File: config.mk
export PLATFORM = sky130hd
export DESIGN_NAME = rtc_nibble_clock
export DESIGN_NICKNAME = d
export VERILOG_FILES = /design/src/rtl/rtc_pkg.sv /design/src/rtl/rtc_ctrl.sv /design/src/rtl/rtc_datapath.sv /design/src/rtl/rtc_nibble_clock.sv
export SDC_FILE = /design/constraint.sdc
export NUM_CORES = 1
export LEC_CHECK = 0
export ABC_AREA = 1
export CELL_PAD_IN_SITES_DETAIL_PLACEMENT = 0
export CELL_PAD_IN_SITES_GLOBAL_PLACEMENT = 1
export CORE_MARGIN = 3
export CORE_UTILIZATION = 45
export CTS_BUF_LIST = sky130_fd_sc_hd__clkbuf_4 sky130_fd_sc_hd__clkbuf_8 sky130_fd_sc_hd__clkbuf_16
export CTS_CLUSTER_SIZE = 28
export DETAILED_ROUTE_END_ITERATION = 12
export GPL_TIMING_DRIVEN = 0
export PLACE_DENSITY_LB_ADDON = 0.1
export SLEW_MARGIN = 20
export SYNTH_ARGS = -nofsm -noshare
export SYNTH_HDL_FRONTEND = slang
export SYNTH_SLANG_ARGS = --single-unit
File: constraint.sdc
create_clock -name clk -period 7.43 [get_ports clk]
set_input_delay 0.743 -clock clk [delete_from_list [all_inputs] [get_ports clk]]
set_output_delay 0.743 -clock clk [all_outputs]
set_load 0.03 [all_outputs]
File: src/rtl/rtc_pkg.sv
package rtc_pkg;
  localparam int NIB_W     = 4;
  localparam int NIB_COUNT = 16;
  localparam int IDX_W     = $clog2(NIB_COUNT);

  typedef logic [NIB_COUNT-1:0][NIB_W-1:0] nibFile_t;

  typedef enum logic [1:0] {
    SEL_ENABLE = 2'd0,
    SEL_PORT   = 2'd1,
    SEL_DONE   = 2'd2,
    SEL_NONE   = 2'd3
  } portSel_e;

  localparam logic [7:0] CMD_STREAM = 8'h03;
  localparam logic [7:0] CMD_SEEK   = 8'h0C;

  localparam logic [IDX_W-1:0] IDX_WEEK = IDX_W'(12);
  localparam logic [IDX_W-1:0] IDX_HOLD = IDX_W'(13);
  localparam logic [IDX_W-1:0] IDX_STOP = IDX_W'(15);

  // Strobes from control to the nibble datapath
  typedef struct packed {
    logic             storeEn;
    logic [IDX_W-1:0] storeIdx;
    logic [NIB_W-1:0] storeData;
    logic             runEn;
  } ctrlStrobe_t;

  function automatic logic [7:0] bcdVal(logic [3:0] tens, logic [3:0] ones);
    return ({4'b0, tens} * 8'd10) + {4'b0, ones};
  endfunction

  function automatic logic [3:0] tensOf(logic [7:0] v);
    logic [7:0] t;
    t = v / 8'd10;
    return t[3:0];
  endfunction

  function automatic logic [3:0] onesOf(logic [7:0] v);
    logic [7:0] o;
    o = v % 8'd10;
    return o[3:0];
  endfunction

  function automatic logic [7:0] monthDays(logic [7:0] mon, logic [7:0] yr);
    case (mon)
      8'd2:                        return (yr[1:0] == 2'b00) ? 8'd29 : 8'd28;
      8'd4, 8'd6, 8'd9, 8'd11:     return 8'd30;
      default:                     return 8'd31;
    endcase
  endfunction

  // One step of the calendar; fromMinute skips the seconds stage
  function automatic nibFile_t advanceTime(nibFile_t f, logic fromMinute);
    logic [7:0] sec, mins, hrs, day, mon, yr;
    logic [3:0] wk;
    logic       carry;
    nibFile_t   r;
    sec  = bcdVal(f[1], f[0]);
    mins = bcdVal(f[3], f[2]);
    hrs  = bcdVal(f[5], f[4]);
    day  = bcdVal(f[7], f[6]);
    mon  = bcdVal(f[9], f[8]);
    yr   = bcdVal(f[11], f[10]);
    wk   = f[12];
    r     = f;
    carry = 1'b1;
    if (!fromMinute) begin
      if (sec >= 8'd59) sec = 8'd0;
      else begin sec = sec + 8'd1; carry = 1'b0; end
    end
    if (carry) begin
      if (mins >= 8'd59) mins = 8'd0;
      else begin mins = mins + 8'd1; carry = 1'b0; end
    end
    if (carry) begin
      if (hrs >= 8'd23) hrs = 8'd0;
      else begin hrs = hrs + 8'd1; carry = 1'b0; end
    end
    if (carry) begin
      wk = (wk >= 4'd6) ? 4'd0 : wk + 4'd1;
      if (day >= monthDays(mon, yr)) day = 8'd1;
      else begin day = day + 8'd1; carry = 1'b0; end
    end
    if (carry) begin
      if (mon >= 8'd12) mon = 8'd1;
      else begin mon = mon + 8'd1; carry = 1'b0; end
    end
    if (carry) begin
      yr = (yr >= 8'd99) ? 8'd0 : yr + 8'd1;
    end
    r[0]  = onesOf(sec);  r[1]  = tensOf(sec);
    r[2]  = onesOf(mins); r[3]  = tensOf(mins);
    r[4]  = onesOf(hrs);  r[5]  = tensOf(hrs);
    r[6]  = onesOf(day);  r[7]  = tensOf(day);
    r[8]  = onesOf(mon);  r[9]  = tensOf(mon);
    r[10] = onesOf(yr);   r[11] = tensOf(yr);
    r[12] = wk;
    return r;
  endfunction
endpackage

File: src/rtl/rtc_ctrl.sv
module rtc_ctrl
  import rtc_pkg::*;
#(
  parameter int DATA_W = 8
) (
  input  logic              clk,
  input  logic              rstN,
  input  logic              wrEn,
  input  logic              rdEn,
  input  logic [1:0]        sel,
  input  logic [DATA_W-1:0] wrData,
  output ctrlStrobe_t       strobe,
  output logic              initDone,
  output logic [IDX_W-1:0]  index,
  output logic              doneFlag,
  output logic [DATA_W-1:0] enableReg
);
  logic modeSeek, indexSet;
  logic portWr, portRd, enWr, doneRd;

  assign portWr = wrEn && (sel == SEL_PORT);
  assign portRd = rdEn && (sel == SEL_PORT);
  assign enWr   = wrEn && (sel == SEL_ENABLE);
  assign doneRd = rdEn && (sel == SEL_DONE);

  assign strobe.storeEn   = portWr && initDone && indexSet && !modeSeek;
  assign strobe.storeIdx  = index;
  assign strobe.storeData = wrData[NIB_W-1:0];
  assign strobe.runEn     = initDone;

  always_ff @(posedge clk) begin
    if (!rstN) begin
      initDone  <= 1'b0;
      modeSeek  <= 1'b0;
      indexSet  <= 1'b0;
      index     <= '0;
      doneFlag  <= 1'b0;
      enableReg <= '0;
    end else if (enWr) begin
      enableReg <= wrData;
      if (wrData[0]) begin
        initDone <= 1'b0;
        indexSet <= 1'b0;
        doneFlag <= 1'b1;
      end
    end else if (doneRd) begin
      doneFlag <= ~doneFlag;
    end else if (portWr) begin
      if (!initDone) begin
        if (wrData == DATA_W'(CMD_STREAM) || wrData == DATA_W'(CMD_SEEK)) begin
          initDone <= 1'b1;
          modeSeek <= (wrData == DATA_W'(CMD_SEEK));
          indexSet <= 1'b0;
        end
      end else if (!indexSet || modeSeek) begin
        index    <= wrData[IDX_W-1:0];
        indexSet <= 1'b1;
        if (indexSet) doneFlag <= 1'b1;
      end else begin
        index    <= index + IDX_W'(1);
        doneFlag <= 1'b1;
      end
    end else if (portRd && initDone) begin
      index <= index + IDX_W'(1);
    end
  end

  // Host never strobes read and write together (input assumption)
  p_rw_excl_r4: assert property (@(posedge clk) disable iff (!rstN)
    !(wrEn && rdEn));

  p_index_step_r4: assert property (@(posedge clk) disable iff (!rstN)
    strobe.storeEn |=> (index == $past(index) + IDX_W'(1)) && doneFlag);

  p_done_toggle_r7: assert property (@(posedge clk) disable iff (!rstN)
    (rdEn && sel == SEL_DONE) |=> (doneFlag != $past(doneFlag)));

  p_disarm_r6: assert property (@(posedge clk) disable iff (!rstN)
    (wrEn && sel == SEL_ENABLE && wrData[0]) |=> (!initDone && doneFlag));

  p_arm_r3: assert property (@(posedge clk) disable iff (!rstN)
    (wrEn && sel == SEL_PORT && !initDone && wrData == DATA_W'(CMD_SEEK))
      |=> initDone && !strobe.storeEn);
endmodule

File: src/rtl/rtc_datapath.sv
module rtc_datapath
  import rtc_pkg::*;
(
  input  logic             clk,
  input  logic             rstN,
  input  logic             tickIn,
  input  ctrlStrobe_t      strobe,
  input  logic [IDX_W-1:0] rdIdx,
  output logic [NIB_W-1:0] rdNibble
);
  nibFile_t file, storeFile;
  logic     tickPending, tickDue, canRun;

  assign canRun  = strobe.runEn && !file[IDX_HOLD][0] && (file[IDX_STOP][1:0] == 2'b00);
  assign tickDue = tickIn || tickPending;
  assign rdNibble = file[rdIdx];

  // File contents after a host store, including control side effects
  always_comb begin
    storeFile = file;
    if (strobe.storeIdx == IDX_HOLD && strobe.storeData[3]) begin
      if (file[1] >= 4'd3) storeFile = advanceTime(file, 1'b1);
      storeFile[0] = '0;
      storeFile[1] = '0;
      storeFile[IDX_HOLD] = {1'b0, strobe.storeData[2:0]};
    end else if (strobe.storeIdx == IDX_STOP) begin
      if (strobe.storeData[0] && !file[IDX_STOP][0]) begin
        storeFile[0] = '0;
        storeFile[1] = '0;
      end
      storeFile[IDX_STOP] = strobe.storeData;
    end else begin
      storeFile[strobe.storeIdx] = strobe.storeData;
    end
  end

  always_ff @(posedge clk) begin
    if (!rstN) begin
      file        <= '0;
      tickPending <= 1'b0;
    end else if (strobe.storeEn) begin
      file        <= storeFile;
      tickPending <= tickDue;
    end else begin
      tickPending <= 1'b0;
      if (tickDue && canRun) file <= advanceTime(file, 1'b0);
    end
  end

  p_hold_r11: assert property (@(posedge clk) disable iff (!rstN)
    (!strobe.storeEn && !canRun) |=> $stable(file));

  p_sec_step_r8: assert property (@(posedge clk) disable iff (!rstN)
    (!strobe.storeEn && tickIn && canRun && file[0] < 4'd9)
      |=> file[0] == $past(file[0]) + 4'd1);

  p_round_clear_r12: assert property (@(posedge clk) disable iff (!rstN)
    (strobe.storeEn && strobe.storeIdx == IDX_HOLD && strobe.storeData[3])
      |=> (file[0] == 4'd0 && file[1] == 4'd0 && !file[IDX_HOLD][3]));

  p_stop_clear_r13: assert property (@(posedge clk) disable iff (!rstN)
    (strobe.storeEn && strobe.storeIdx == IDX_STOP && strobe.storeData[0] && !file[IDX_STOP][0])
      |=> (file[0] == 4'd0 && file[1] == 4'd0));

  p_tick_defer_r14: assert property (@(posedge clk) disable iff (!rstN)
    (strobe.storeEn && tickIn) |=> tickDue);
endmodule

File: src/rtl/rtc_nibble_clock.sv
module rtc_nibble_clock
  import rtc_pkg::*;
#(
  parameter int DATA_W = 8
) (
  input  logic              clk,
  input  logic              rstN,
  input  logic              tick1Hz,
  input  logic              wrEn,
  input  logic              rdEn,
  input  logic [1:0]        sel,
  input  logic [DATA_W-1:0] wrData,
  output logic [DATA_W-1:0] rdData
);
  ctrlStrobe_t       strobe;
  logic              initDone, doneFlag;
  logic [IDX_W-1:0]  index;
  logic [DATA_W-1:0] enableReg;
  logic [NIB_W-1:0]  rdNibble;

  rtc_ctrl #(.DATA_W(DATA_W)) ctrl_i (
    .clk(clk), .rstN(rstN), .wrEn(wrEn), .rdEn(rdEn), .sel(sel),
    .wrData(wrData), .strobe(strobe), .initDone(initDone),
    .index(index), .doneFlag(doneFlag), .enableReg(enableReg)
  );

  rtc_datapath dp_i (
    .clk(clk), .rstN(rstN), .tickIn(tick1Hz), .strobe(strobe),
    .rdIdx(index), .rdNibble(rdNibble)
  );

  always_comb begin
    case (sel)
      SEL_ENABLE: rdData = enableReg;
      SEL_PORT:   rdData = initDone ? DATA_W'(rdNibble) : '0;
      SEL_DONE:   rdData = {doneFlag, {(DATA_W-1){1'b0}}};
      default:    rdData = '0;
    endcase
  end
endmodule

---- Yosys cells after proc, flatten, opt, wreduce, memory -nomap -nowiden ----
Cells that the tools add are included.
storage, ports and cells
  memories ................................ 0
  bits in latches ......................... 0
  RAM bits ................................ 0
  logic and storage cells ................. 279
  output and inout bits ................... 8
  bits in registers ....................... 81
  input bits .............................. 15
  bits in read-only memories .............. 0
operators by class
  div/mod/pow operators ................... 24
  shift-type cells ........................ 0
  reductions and logical operators ........ 44
  multiplexer cells ....................... 130
  add/sub/neg operators ................... 14
  magnitude comparators ................... 11
  equality and inequality tests ........... 21
  $mul .................................... 6
  bitwise logic cells ..................... 6
operator list
  cell                   count
  $mux W8                53
  $mux W52               3
  $mux W64               2
  $div A8 B4 Y8 const B  12
  $mod A8 B4 Y8 const B  12
  $bwmux W64             1
  $mux W1                56
  $add A8 B1 Y8 const B  6
  $add A8 B4 Y8          6
  $mux W4                11
  $mul A4 B3 Y7 const B  6
  $eq A8 B4 Y1 const B   3
  $pmux W8 S3            1
  $bmux W4 S4            1
  $demux W4 S4           1
  $eq A8 B2 Y1 const B   2
  $eq A8 B3 Y1 const B   2
  $ge A8 B6 Y1 const B   2
  $ge A8 B8 Y1           2
  $pmux W8 S2            1
  $reduce_and A5 Y1      3
  $logic_and A1 B1 Y1    14
  $ne A3 B3 Y1 const B   3
  $reduce_and A3 Y1      3
  other kinds (25)       50

---- Logic depth before layout (Yosys ltp) ----
Gate-level depths: netlist of the first run.
  depth after elaboration ................. 36
  mapped depth ............................ 53
  mapped depth without buffers ............ 52

---- Cells and area by module ----
A second synthesis of the first run with hierarchy kept.
second synthesis, totals
  cell total of the unflattened synthesis .. 2,122
  area total of the unflattened synthesis .. 12,226.7 um2
modules (own cells, without submodules)
  module            seq. area each (um2)  instances  cells each  area each (um2)
  rtc_datapath      1,281.2               1          1,957       11,172.0
  rtc_ctrl          320.3                 1          132         919.6
  rtc_nibble_clock  0.0                   1          33          135.1

---- Worst setup path before layout of the first run ----
Ideal clock, no wire load.
  path kind ............................... reg2reg
  start point ............................. register dp_i.file[37] in the netlist's numbering
  end point ............................... register dp_i.file[35] in the netlist's numbering
  arrival time ............................ 5.791 ns
  setup slack ............................. 1.530 ns
  buffers on the path ..................... 1
  setup time .............................. 0.109 ns
  required time ........................... 7.321 ns
  stages on the path, launching flop included .. 53
  clock period less this slack ............ 5.900 ns
  path through ............................ dfxtp_1 ha_1 ha_1 fa_1 nand2_1 nor2_1 nand2_1 nand2_1 nand2_1 nand2_1 nand4_1 buf_4 a21oi_1 a21o_1 inv_1 ha_1 o21a_1 nor2_1 [17 not listed] inv_1 ha_1 nand3_1 inv_1 nand3_1 nand3_2 nand2_1 nand2_1 inv_1 ha_1 inv_1 nand3_1 nand3_1 nand2_1 nand2_1 nand3_1 nand2_1 inv_1
between the ends
  cells in the longest elaborated chain, start to end .. 22
  elaborated cells between the ends (all ways) .. 43
  classes of those cells .................. add/sub: 2; mul: 1; div: 2; order compare: 3; eq/ne: 5; mux: 29; reduce/logical: 1
RTL lines
  what                                                 RTL line            RTL
  start, declared                                      rtc_datapath.sv:11  nibFile_t file, storeFile;
  start signal, assigned                               rtc_datapath.sv:42  file <= storeFile;
  start signal, assigned                               rtc_datapath.sv:46  if (tickDue && canRun) file <= advanceTime(file, 1'b0);
  $mul A4 B3 Y7 (*)                                    rtc_pkg.sv:31       return ({4'b0, tens} * 8'd10) + {4'b0, ones};
  $add A8 B4 Y8 (*)                                    rtc_pkg.sv:31
  $eq A8 B3 Y1 / $eq A8 B4 Y1 (equally long branches)  rtc_pkg.sv:47       case (mon)
  $reduce_or A4 Y1                                     rtc_pkg.sv:47
  $pmux W8 S2                                          rtc_pkg.sv:47
  $mux W8                                              rtc_pkg.sv:81       if (carry) begin
  $mux W8                                              rtc_datapath.sv:46
  $mux W8                                              rtc_datapath.sv:41  end else if (strobe.storeEn) begin
  [6 not listed]                                       -
  $mux W1                                              rtc_datapath.sv:38  if (!rstN) begin
  $mux W8                                              rtc_pkg.sv:86       if (carry) begin
  $mux W8                                              rtc_datapath.sv:46
  $mux W8                                              rtc_datapath.sv:41
  $mux W8                                              rtc_datapath.sv:38
  $mod A8 B4 Y8                                        rtc_pkg.sv:42       o = v % 8'd10;
  $mux W52                                             rtc_datapath.sv:46
  $mux W64 (*)                                         rtc_datapath.sv:41
Mark *: on every way between the ends. The rest lies on a longest branch, timed or not. The select of a mux whose other input is x is not followed.
A chain may end at the register's enable or synchronous reset.

---- Final worst setup path of the first run ----
Ends and elaborated chain as after synthesis.

==> reports/qor.csv, run 1 <==
stage,metric,value,unit
floorplanning,core_area,26300,µm²
clock_network,clk_pin_slew,60,ps
clock_network,cts-buffers-inserted,9,
place,port_buffers,22,
route,drt_iter0_markers,1088,
clock_network,htreeDepth,3,
timing,rsz0062_at_grt,false,
route,wl,38700,µm
setup_path,arrival,7090,ps
synth,netlist_instances,2093,
pwr,peakVddDrop,0.000104,V
timing,fin_crit,6780,ps
clock_network,tritoncts,done,
setup_path,critPathLaunchType,register,
min_path,min_path_type,register to register,
finish,regArea,1600,µm²
route,drc_errors,0,
route,vias,13400,
synth,synth_top_area_cell,nand2_1,
clock_network,root_buffer,clkbuf_16,
synth,yosysSeqAreaShare,13.2,%
synth,synthTopCellsByArea,"nand2_1 (17%), dfxtp_1 (13%), inv_1 (9.8%), ha_1 (8.0%), nand3_1 (7.4%)",
timing,maxSlewViolCount,0,
synth,ys_warn_count,0,
setup_path,rr_startpoint,dp_i.file[37],
synth,synthDistinctLibCells,61,
route,wl_per_cell,15.7,µm
route,viasPerCell,5.43,
global_routing,track_usage,26.7,%
timing,clock.fmax,0.147,GHz
clock_network,ctsHoldBuffers,0,
setup_path,cpMaxStageDelayCell,fa_2,
finish,final_net_count,2233,
global_routing,grt_pass1_vias,12300,
synth,synthMuxAreaShare,0,%
synth,synth_top_area_share,16.8,%
timing,fin_crit_sh,91.3,%
place,gp_congestion,0.999,
synth,syn-num-nets,2198,
route,dr.pass1.iters,5,
place,preCtsSetupSlack,459,ps
setup_path,worst-path-buf-inv,6,
setup_path,cp_max_fo,10,
global_routing,grt_pass1_wl,63100,µm
floorplanning,start_util,46.3,%
setup_path,cpPeakStageDelay,580,ps
global_routing,met3_usage,2.56,%
clock_network,clk_latency,350,ps
finish,final_layout_size_suffix_gt1_share,9.62,%
route,ant_nets,0,
global_routing,grt_max_degree,13,
outcome,status,completed,
setup_path,critical_path_class,register to register,
synth,synth-xor-area-share,3.13,%
global_routing,busiest_layer,met2,
timing,hold_viol_final,0,
timing,fin_ws,649,ps
min_path,holdCritStartpoint,ctrl_i.enableReg[4],
finish,area_delta_synth_final,8.31,%
setup_path,path_common_cell,nand2_1,
setup_path,critPathCaptureType,register,
timing,setup_tns,0,ps
global_routing,grt-ovfl-total,0,
global_routing,grtUsageMet2,45.2,%
synth,synth_top_family_by_area,simple AND/OR/NAND/NOR gates,
finish,fin_area,13200,µm²
pwr,leakagePower,6.85,nW
synth,synthSimpleGateAreaFrac,40.6,%
clock_network,cts_sinks,80,
pwr,powerDensity,77.0,nW/µm²
place,placed_cell_area,12800,µm²
floorplanning,die-area,29000,µm²
setup_path,cp-startpoint,dp_i.file[37],
synth,synth_fa_ha_area_share,10.0,%
floorplanning,io_pins,23,
timing,final-setup-viol-count,0,
timing,relSlewSlack,41.9,%
finish,diodes,0,
job,cap_violations,0,
floorplanning,die_h,170,µm
timing,worst_slew_pin_slew,868,ps
timing,fin_skew,9.94,ps
setup_path,required,7730,ps
global_routing,antenna_found_initial,0,
clock_network,cts_max_path_buffers,2,
synth,ys_seq_elements,80,
synth,syn_area_per_cell,5.81,µm²
finish,multiInputGateArea,9070,µm²
synth,synth_area,12200,µm²
synth,synth_compound_area_share,20.8,%
global_routing,grt.met1_usage,36.1,%
finish,fillerInstances,2864,
floorplanning,die_x,170,µm
place,hpwl,31300,µm
floorplanning,row_count,59,
setup_path,cp_top_family,simple AND/OR/NAND/NOR gates,
## state kept, by name (all words and copies together), names as in the netlist
signal	flops
ctrl_i.initDone	1
ctrl_i.modeSeek	1
dp_i.tickPending	1
ctrl_i.doneFlag	1
ctrl_i.enableReg	8
ctrl_i.index	4
ctrl_i.indexSet	1
dp_i.file	63
## cell usage after synthesis (all sizes together)
library cell  count
a211oi            7
a21boi            1
a21o              2
a21oi           163
a221oi            4
a22o              3
a22oi             2
a31oi             8
a32oi             2
a41oi             1
and2              3
buf              12
clkbuf           30
clkinv            4
dfxtp            80
fa               12
ha               78
inv             340
nand2           625
nand3           201
nand3b           20
nand4            32
nor2            149
nor3             16
nor3b             1
nor4              6
o2111ai           1
o211ai           20
o21a              1
o21ai           198
o21bai            6
o221ai           10
o22ai             9
o31ai             2
or2               4
xnor2             5
xor2             35
## through the flow
stage,std cells,power (mW),util (%),hold WS (ps)
CTS,2465,1.02,50.0,456
floorplan,2093,0.465,-,430
detailed placement,2450,0.492,48.7,449
global route,2467,1.03,50.1,482
global placement,2450,0.492,48.7,441
finish,2467,1.01,50.1,454
## routing by layer
layer,share of wire [%],vias up
li1,-,6935
met1,46,6074
met2,45,321
met3,5.3,69
met4,3.0,0
met5,0,-
## power breakdown
| part | internal [mW] | switching, mW |
|---|---|---|
| clock network | 0.344 | 0.188 |
| registers | 0.432 | 0.00128 |
| logic | 0.0148 | 0.0354 |
| total | 0.790 | 0.224 |
## worst register-to-register path: cells and delay by family, from the launching register on
family / cells / cell delay (ps)
AND/OR/NAND/NOR: 32 / 3320
buffers and inverters: 6 / 600
flip-flops: 1 / 360
AO/OA/AOI/OAI: 5 / 750
adder cells (fa/ha/maj): 6 / 1750
## worst paths after layout
kind	to	slack (ps)	cells past startpoint
setup reg to reg	dp_i.file[35]	650	49
hold / removal	ctrl_i.enableReg[4]	450	2
hold reg to reg	ctrl_i.enableReg[4]	450	2
setup / recovery	dp_i.file[35]	650	49
## cells by family after synthesis
kind of cell	count (synthesis)
buffers and inverters	386
AOI/OAI and AO/OA	440
and+or+nand+nor	1057
DFF	80
xor gates and xnor gates	40
adders and majority gates	90
## repair_timing
item                       in CTS  in global routing
hold endpoints to repair        0                  0
setup endpoints to repair       0                  7
resized for setup               0                  5
buffers inserted                0                  2
## layout by cell type (no fill, tap or decap), drive strengths merged
cell / count
nand2: 625
inv: 340
nand3: 201
o21ai: 198
a21oi: 163
nor2: 149
dfxtp: 80
ha: 78
clkbuf: 42
xor2: 35
nand4: 32
clkdlybuf4s50: 22
nand3b: 20
o211ai: 20
nor3: 16
buf: 14
fa: 12
o221ai: 10
o22ai: 9
a31oi: 8
a211oi: 7
nor4: 6
o21bai: 6
xnor2: 5
or2: 4
a221oi: 4
clkinv: 4
a22o: 3
and2: 3
bufinv: 3
a21o: 2
o31ai: 2
a22oi: 2
a32oi: 2
o21a: 1
o2111ai: 1
a21boi: 1
a41oi: 1
nor3b: 1
## cell type report
class,instances,share of cell area [%]
inverters,344,9.84
clock buffers,12,1.93
multi-input cells,1627,68.9
repair buffers,24,1.79
clock inverters,3,0.684
plain buffers,42,1.52
flip-flops and latches,80,12.2
well taps,335,3.18
(Power assumes the default switching activity.)
==> run 2, diff against run 1 <==
--- a/config.mk
+++ b/config.mk
@@ -6,9 +6,10 @@
 export NUM_CORES = 1
 export LEC_CHECK = 0
 export ABC_AREA = 1
+export CAP_MARGIN = 20
 export CELL_PAD_IN_SITES_DETAIL_PLACEMENT = 0
 export CELL_PAD_IN_SITES_GLOBAL_PLACEMENT = 1
-export CORE_MARGIN = 3
+export CORE_MARGIN = 1.5
 export CORE_UTILIZATION = 45
 export CTS_BUF_LIST = sky130_fd_sc_hd__clkbuf_4 sky130_fd_sc_hd__clkbuf_8 sky130_fd_sc_hd__clkbuf_16
 export CTS_CLUSTER_SIZE = 28
==> run 2 against run 1 <==
Compared with the run above:
- clock power down 6.4%
- clock-buffer cell count down 2
- design area down 0.21%
- sequential share of layout area about the same
- via count about the same
- global-route usage up 0.59 points
- non-clock buffer count unchanged
- register-to-register slack worse by 110 ps
==> reports/qor.csv, run 2 (synthesized netlist as in run 1, its figures left out) <==
stage,metric,value,unit
outcome,status,completed,
pwr,leakagePower,6.84,nW
clock_network,htreeDepth,3,
clock_network,ctsHoldBuffers,0,
clock_network,clk_pin_slew,60,ps
finish,layout_common_cells,"nand2_1 (544), inv_1 (317), nand3_1 (180), o21ai_0 (165), a21oi_1 (153)",
floorplanning,die_x,167,µm
timing,hold_viol_final,0,
setup_path,cp_max_fo,10,
clock_network,clk_latency,350,ps
place,hpwl,31000,µm
finish,diodes,0,
setup_path,rr_worst_depth,51,
finish,final_common_cell,nand2_1,
timing,fin_crit,6890,ps
finish,final_net_count,2233,
timing,relSlewSlack,33.1,%
pwr,p_total,0.980,mW
clock_network,cts-buffers-inserted,9,
global_routing,grt_pass1_vias,12000,
timing,final-setup-viol-count,0,
min_path,min_path_cells,2,
clock_network,root_buffer,clkbuf_16,
route,drc_errors,0,
finish,top_regs,"dp_i.file: 63 flops, ctrl_i.enableReg: 8 flops, ctrl_i.index: 4 flops",
clock_network,cts_sinks,80,
global_routing,grt_pass1_wl,61700,µm
timing,setup_tns,0,ps
route,dr.pass1.iters,6,
global_routing,antenna_found_initial,0,
finish,area_delta_synth_final,8.09,%
floorplanning,start_util,46.3,%
setup_path,cpPeakStageDelay,580,ps
timing,rsz0062_at_grt,false,
floorplanning,io_pins,23,
min_path,min_path_type,register to register,
floorplanning,core_area,26300,µm²
place,port_buffers,22,
pwr,powerDensity,74.6,nW/µm²
route,wl,38500,µm
global_routing,grt-ovfl-total,0,
job,cap_violations,0,
clock_network,tritoncts,done,
timing,maxSlewViolCount,0,
clock_network,cts_max_path_buffers,2,
setup_path,path_common_cell,nand2_1,
timing,clock.fmax,0.145,GHz
setup_path,critPathLaunchType,register,
floorplanning,die-area,28000,µm²
floorplanning,row_count,59,
timing,fin_skew,6.35,ps
setup_path,required,7720,ps
global_routing,track_usage,27.3,%
setup_path,critPathCaptureType,register,
timing,fin_crit_sh,92.7,%
timing,worst_slew_pin_slew,1000,ps
floorplanning,die_h,167,µm
route,vias,13400,
route,viasPerCell,5.43,
setup_path,critical_path_class,register to register,
finish,largest_reg_flops,63,
setup_path,arrival,7180,ps
pwr,peakVddDrop,0.000107,V
route,drt_iter0_markers,942,
route,ant_nets,0,
route,wl_per_cell,15.6,µm
setup_path,cpMaxStageDelayCell,fa_1,
finish,final_layout_size_suffix_gt1_share,9.56,%
global_routing,grt_max_degree,14,
finish,regMostFlops,dp_i.file,
place,gp_congestion,0.986,
run 2: what timing repair did:
action                     in CTS  in global routing
resized for setup               0                  3
setup buffers                   0                  2
setup endpoints to repair       0                  6
run 2: metrics by stage:
stage / worst slack, ps / cell area, µm² / hold WS (ps) / cells / utilization [%]
after floorplan: 1530 / 12200 / 430 / 2093 / -
after global placement: 489 / 12800 / 447 / 2450 / 48.7
after detailed placement: 433 / 12800 / 452 / 2450 / 48.7
after CTS: 409 / 13100 / 462 / 2466 / 49.9
after global routing: 35.0 / 13100 / 481 / 2468 / 50.0
final: 543 / 13100 / 455 / 2468 / 50.0
run 2: worst paths after layout:
kind / startpoint / slack [ps] / to
worst max register to register: dp_i.file[37] / 540 / dp_i.file[35]
worst min-delay path: ctrl_i.enableReg[4] / 450 / ctrl_i.enableReg[4]
worst max-delay path: dp_i.file[37] / 540 / dp_i.file[35]
worst min register to register: ctrl_i.enableReg[4] / 450 / ctrl_i.enableReg[4]
run 2: layer usage:
layer	track usage [%]	routed length [µm]	vias to the layer above
met5	0	0	-
met4	8.03	1020	0
met3	3.21	2060	66
met2	46.3	17500	335
met1	36.4	17800	6070
li1	-	-	6938
run 2: cell type report:
cell class              count  area [µm²]
multi-input cells        1627        9070
fillers                  2860       13100
flip-flops and latches     80        1600
clock buffers              10         239
plain buffers              42         200
well taps                 335         419
repair buffers             24         235
clock inverters             6        82.6
inverters                 344        1300
run 2: worst max-delay path, delay by kind of cell, from the launching register on:
kind | cells | cell delay [ps]
adders and majority gates | 6 | 1760
buffers and inverters | 8 | 720
DFF | 1 | 350
AOI/OAI and AO/OA | 5 | 640
and+or+nand+nor | 32 | 3330
run 2: where the power goes:
part	internal (mW)	total, mW	switching [mW]
Sequential	0.431	0.433	0.00140
Clock	0.302	0.497	0.195
Combinational	0.0148	0.0506	0.0358
Total	0.748	0.980	0.232
==> run 3, diff against run 2 <==
--- a/config.mk
+++ b/config.mk
@@ -19,4 +19,5 @@
 export SLEW_MARGIN = 20
 export SYNTH_ARGS = -nofsm -noshare
 export SYNTH_HDL_FRONTEND = slang
+export SYNTH_HIERARCHICAL = 1
 export SYNTH_SLANG_ARGS = --single-unit
==> run 3 against run 2 <==
Compared with the run above:
- setup slack improved by 200 ps
- global-route usage fell by 0.45 points
- worst hold slack improved by 14 ps
- die area rose by 0.54%
- clock power rose by 3%
- register-to-register slack improved by 200 ps
- combinational power rose by 14%
- utilization fell by 0.59 points
- routed wire length fell by 2.2%
- first-iteration DRC count rose by 2.9%
- sequential power barely moved
- largest power group unchanged
==> reports/qor.csv, run 3 <==
stage,metric,value,unit
outcome,status,completed,
timing,final-setup-viol-count,0,
global_routing,grt-ovfl-total,0,
pwr,peakVddDrop,0.000103,V
clock_network,cts_sinks,80,
route,wl_met2,16800,µm
global_routing,antenna_found_initial,0,
synth,synthTopCellsByArea,"nand2_1 (19%), dfxtp_1 (13%), nand3_1 (9.2%), inv_1 (8.5%), ha_1 (7.7%)",
setup_path,cpMaxStageDelayCell,fa_1,
timing,relSlewSlack,45.9,%
finish,fillerInstances,2946,
synth,ys_async_sr_fraction,0,%
route,ant_nets,0,
finish,area_delta_synth_final,8.33,%
place,port_buffers,22,
finish,fin_cells,2503,
finish,regMostFlops,dp_i/file,
route,vias,13500,
synth,yosysSeqAreaShare,13.1,%
setup_path,cp_top_family,simple AND/OR/NAND/NOR gates,
setup_path,worst-path-buf-inv,11,
timing,worst_slew_pin_slew,809,ps
route,drt_iter0_markers,969,
synth,synthDistinctLibCells,67,
setup_path,required,7690,ps
floorplanning,die-area,28200,µm²
synth,synthTopCellsByCount,"nand2_1 (612), inv_1 (277), nand3_1 (224)",
place,hpwl,30500,µm
floorplanning,die_h,168,µm
finish,final_common_cell,nand2_1,
synth,synth_area,12200,µm²
setup_path,path_common_cell,nand2_1,
place,dp_cells,2485,
floorplanning,io_pins,23,
timing,fin_skew,10.2,ps
global_routing,track_usage,26.9,%
setup_path,cp_max_fo,10,
synth,synth_top_area_share,18.8,%
setup_path,rr_worst_depth,51,
setup_path,critical_path_class,register to register,
timing,rsz0062_at_grt,false,
floorplanning,die_x,168,µm
synth,synth-edff-count,0,
route,top_layer,met4,
route,wl_met3,2040,µm
setup_path,rr_startpoint,dp_i/file[37],
finish,final_layout_size_suffix_gt1_share,10.9,%
synth,ys_warn_count,6,
clock_network,ctsHoldBuffers,0,
synth,ys_seq_elements,80,
setup_path,arrival,6940,ps
finish,top_regs,"dp_i/file: 63 flops, ctrl_i/enableReg: 8 flops, ctrl_i/index: 4 flops",
synth,syn_area_per_cell,5.76,µm²
route,wl_per_cell,15.0,µm
clock_network,tritoncts,done,
synth,syn-num-nets,2224,
floorplanning,core_area,26800,µm²
floorplanning,start_util,45.6,%
min_path,holdPathEnd,ctrl_i/enableReg[0],
timing,fin_ws,743,ps
clock_network,htreeDepth,3,
setup_path,r2r-end,dp_i/file[27],
clock_network,cts_max_path_buffers,2,
global_routing,grt_max_degree,17,
route,drc_errors,0,
job,cap_violations,0,
route,dr.pass1.iters,5,
synth,yosysMostFrequentCell,nand2_1,
min_path,min_path_type,register to register,
finish,final_net_count,2259,
timing,hold_viol_final,0,
timing,maxSlewViolCount,0,
synth,netlist_instances,2122,
setup_path,critPathLaunchType,register,
clock_network,clk_pin_slew,70,ps
floorplanning,row_count,60,
finish,largest_reg_flops,63,
clock_network,root_buffer,clkbuf_16,
route,wl,37600,µm
clock_network,cts-buffers-inserted,9,
global_routing,grt_pass1_vias,12300,
pwr,powerDensity,75.6,nW/µm²
setup_path,cp-startpoint,dp_i/file[37],
route,viasPerCell,5.38,
setup_path,cpPeakStageDelay,580,ps
route,met1_length,18100,µm
pwr,leakagePower,7.23,nW
timing,fin_crit,6690,ps
setup_path,critPathCaptureType,register,
finish,diodes,0,
min_path,holdCritStartpoint,ctrl_i/enableReg[0],
clock_network,clk_latency,360,ps
min_path,min_path_cells,2,
synth,ys.flop_type,dfxtp_1,
place,preCtsSetupSlack,497,ps
timing,fin_crit_sh,90.0,%
place,gp_congestion,0.966,
setup_path,rrSetupSlack,740,ps
finish,layout_common_cells,"nand2_1 (611), inv_1 (277), nand3_1 (224), nor2_1 (152), o21ai_0 (130)",
global_routing,grt_pass1_wl,61200,µm
timing,clock.fmax,0.150,GHz
synth,synth_top_area_cell,nand2_1,
timing,setup_tns,0,ps
run 3: cell types whose count changed after synthesis, sizes merged, moves of 7 or more:
cell | previous run | this run
inv | 340 | 323
a21oi | 163 | 105
o221ai | 10 | 3
buf | 12 | 22
clkbuf | 30 | 18
nand2 | 625 | 697
clkinv | 4 | 12
nand3 | 201 | 243
o21ai | 198 | 162
nor2 | 149 | 170
run 3: worst max-delay path by stage:
stage | end | depth (start not counted)
after global placement | dp_i/file[35] | 48
after CTS | dp_i/file[35] | 50
after detailed placement | dp_i/file[35] | 50
final | dp_i/file[27] | 51
after floorplan | dp_i/file[35] | 50
after global routing | dp_i/file[27] | 53
run 3: cell families (layout without fill, tap and decap cells):
logic type | count (synthesis) | count (layout) | synth area share, %
xor+xnor | 35 | 35 | 2.90
fa+ha+maj | 87 | 87 | 9.64
buf+inv | 375 | 415 | 12.2
compound gates | 353 | 353 | 16.7
simple gates | 1192 | 1192 | 45.5
flops | 80 | 80 | 13.1
run 3: area by class of cell:
cell class,count,area (µm²),area share (%)
timing repair buffer,24,235,1.78
multi-input combinational,1667,9160,69.2
clock buffer,9,225,1.70
sequential,80,1600,12.1
inverter,335,1270,9.59
buffer,40,218,1.64
tap,341,427,3.22
clock inverter,7,106,0.803
run 3: where the power goes:
part           leakage, nW  internal, mW  switching, mW
clock network        0.163         0.302          0.209
logic                 6.42        0.0213         0.0365
registers            0.646         0.431        0.00165
run 3: what timing repair did:
item / CTS / global route
endpoints found under the setup margin: 0 / 10
hold endpoints to repair: 0 / 0
gates resized for setup: 0 / 7
buffers inserted: 0 / 2
run 3: worst min-delay path: cells and delay by family (launching register included):
kind | cells | cell delay (ps)
flip-flops | 1 | 310
AND/OR/NAND/NOR | 1 | 60
AO/OA/AOI/OAI | 1 | 50
run 3: routing by layer:
metal  vias to the layer above  GRT usage [%]
met3                        43           2.63
met2                       328           45.1
met1                      6086           37.0
met4                         0           6.62
met5                         -              0
li1                       6998              -
run 3: stage by stage:
step / hold WS (ps) / total power, mW / area [µm²] / util, %
2_1_floorplan: 437 / 0.477 / 12200 / -
3_3_place_gp: 448 / 0.500 / 12900 / 48.0
3_5_place_dp: 458 / 0.500 / 12900 / 48.0
4_1_cts: 468 / 1.01 / 13200 / 49.3
5_1_grt: 481 / 1.03 / 13200 / 49.4
6_report: 468 / 1.00 / 13200 / 49.4
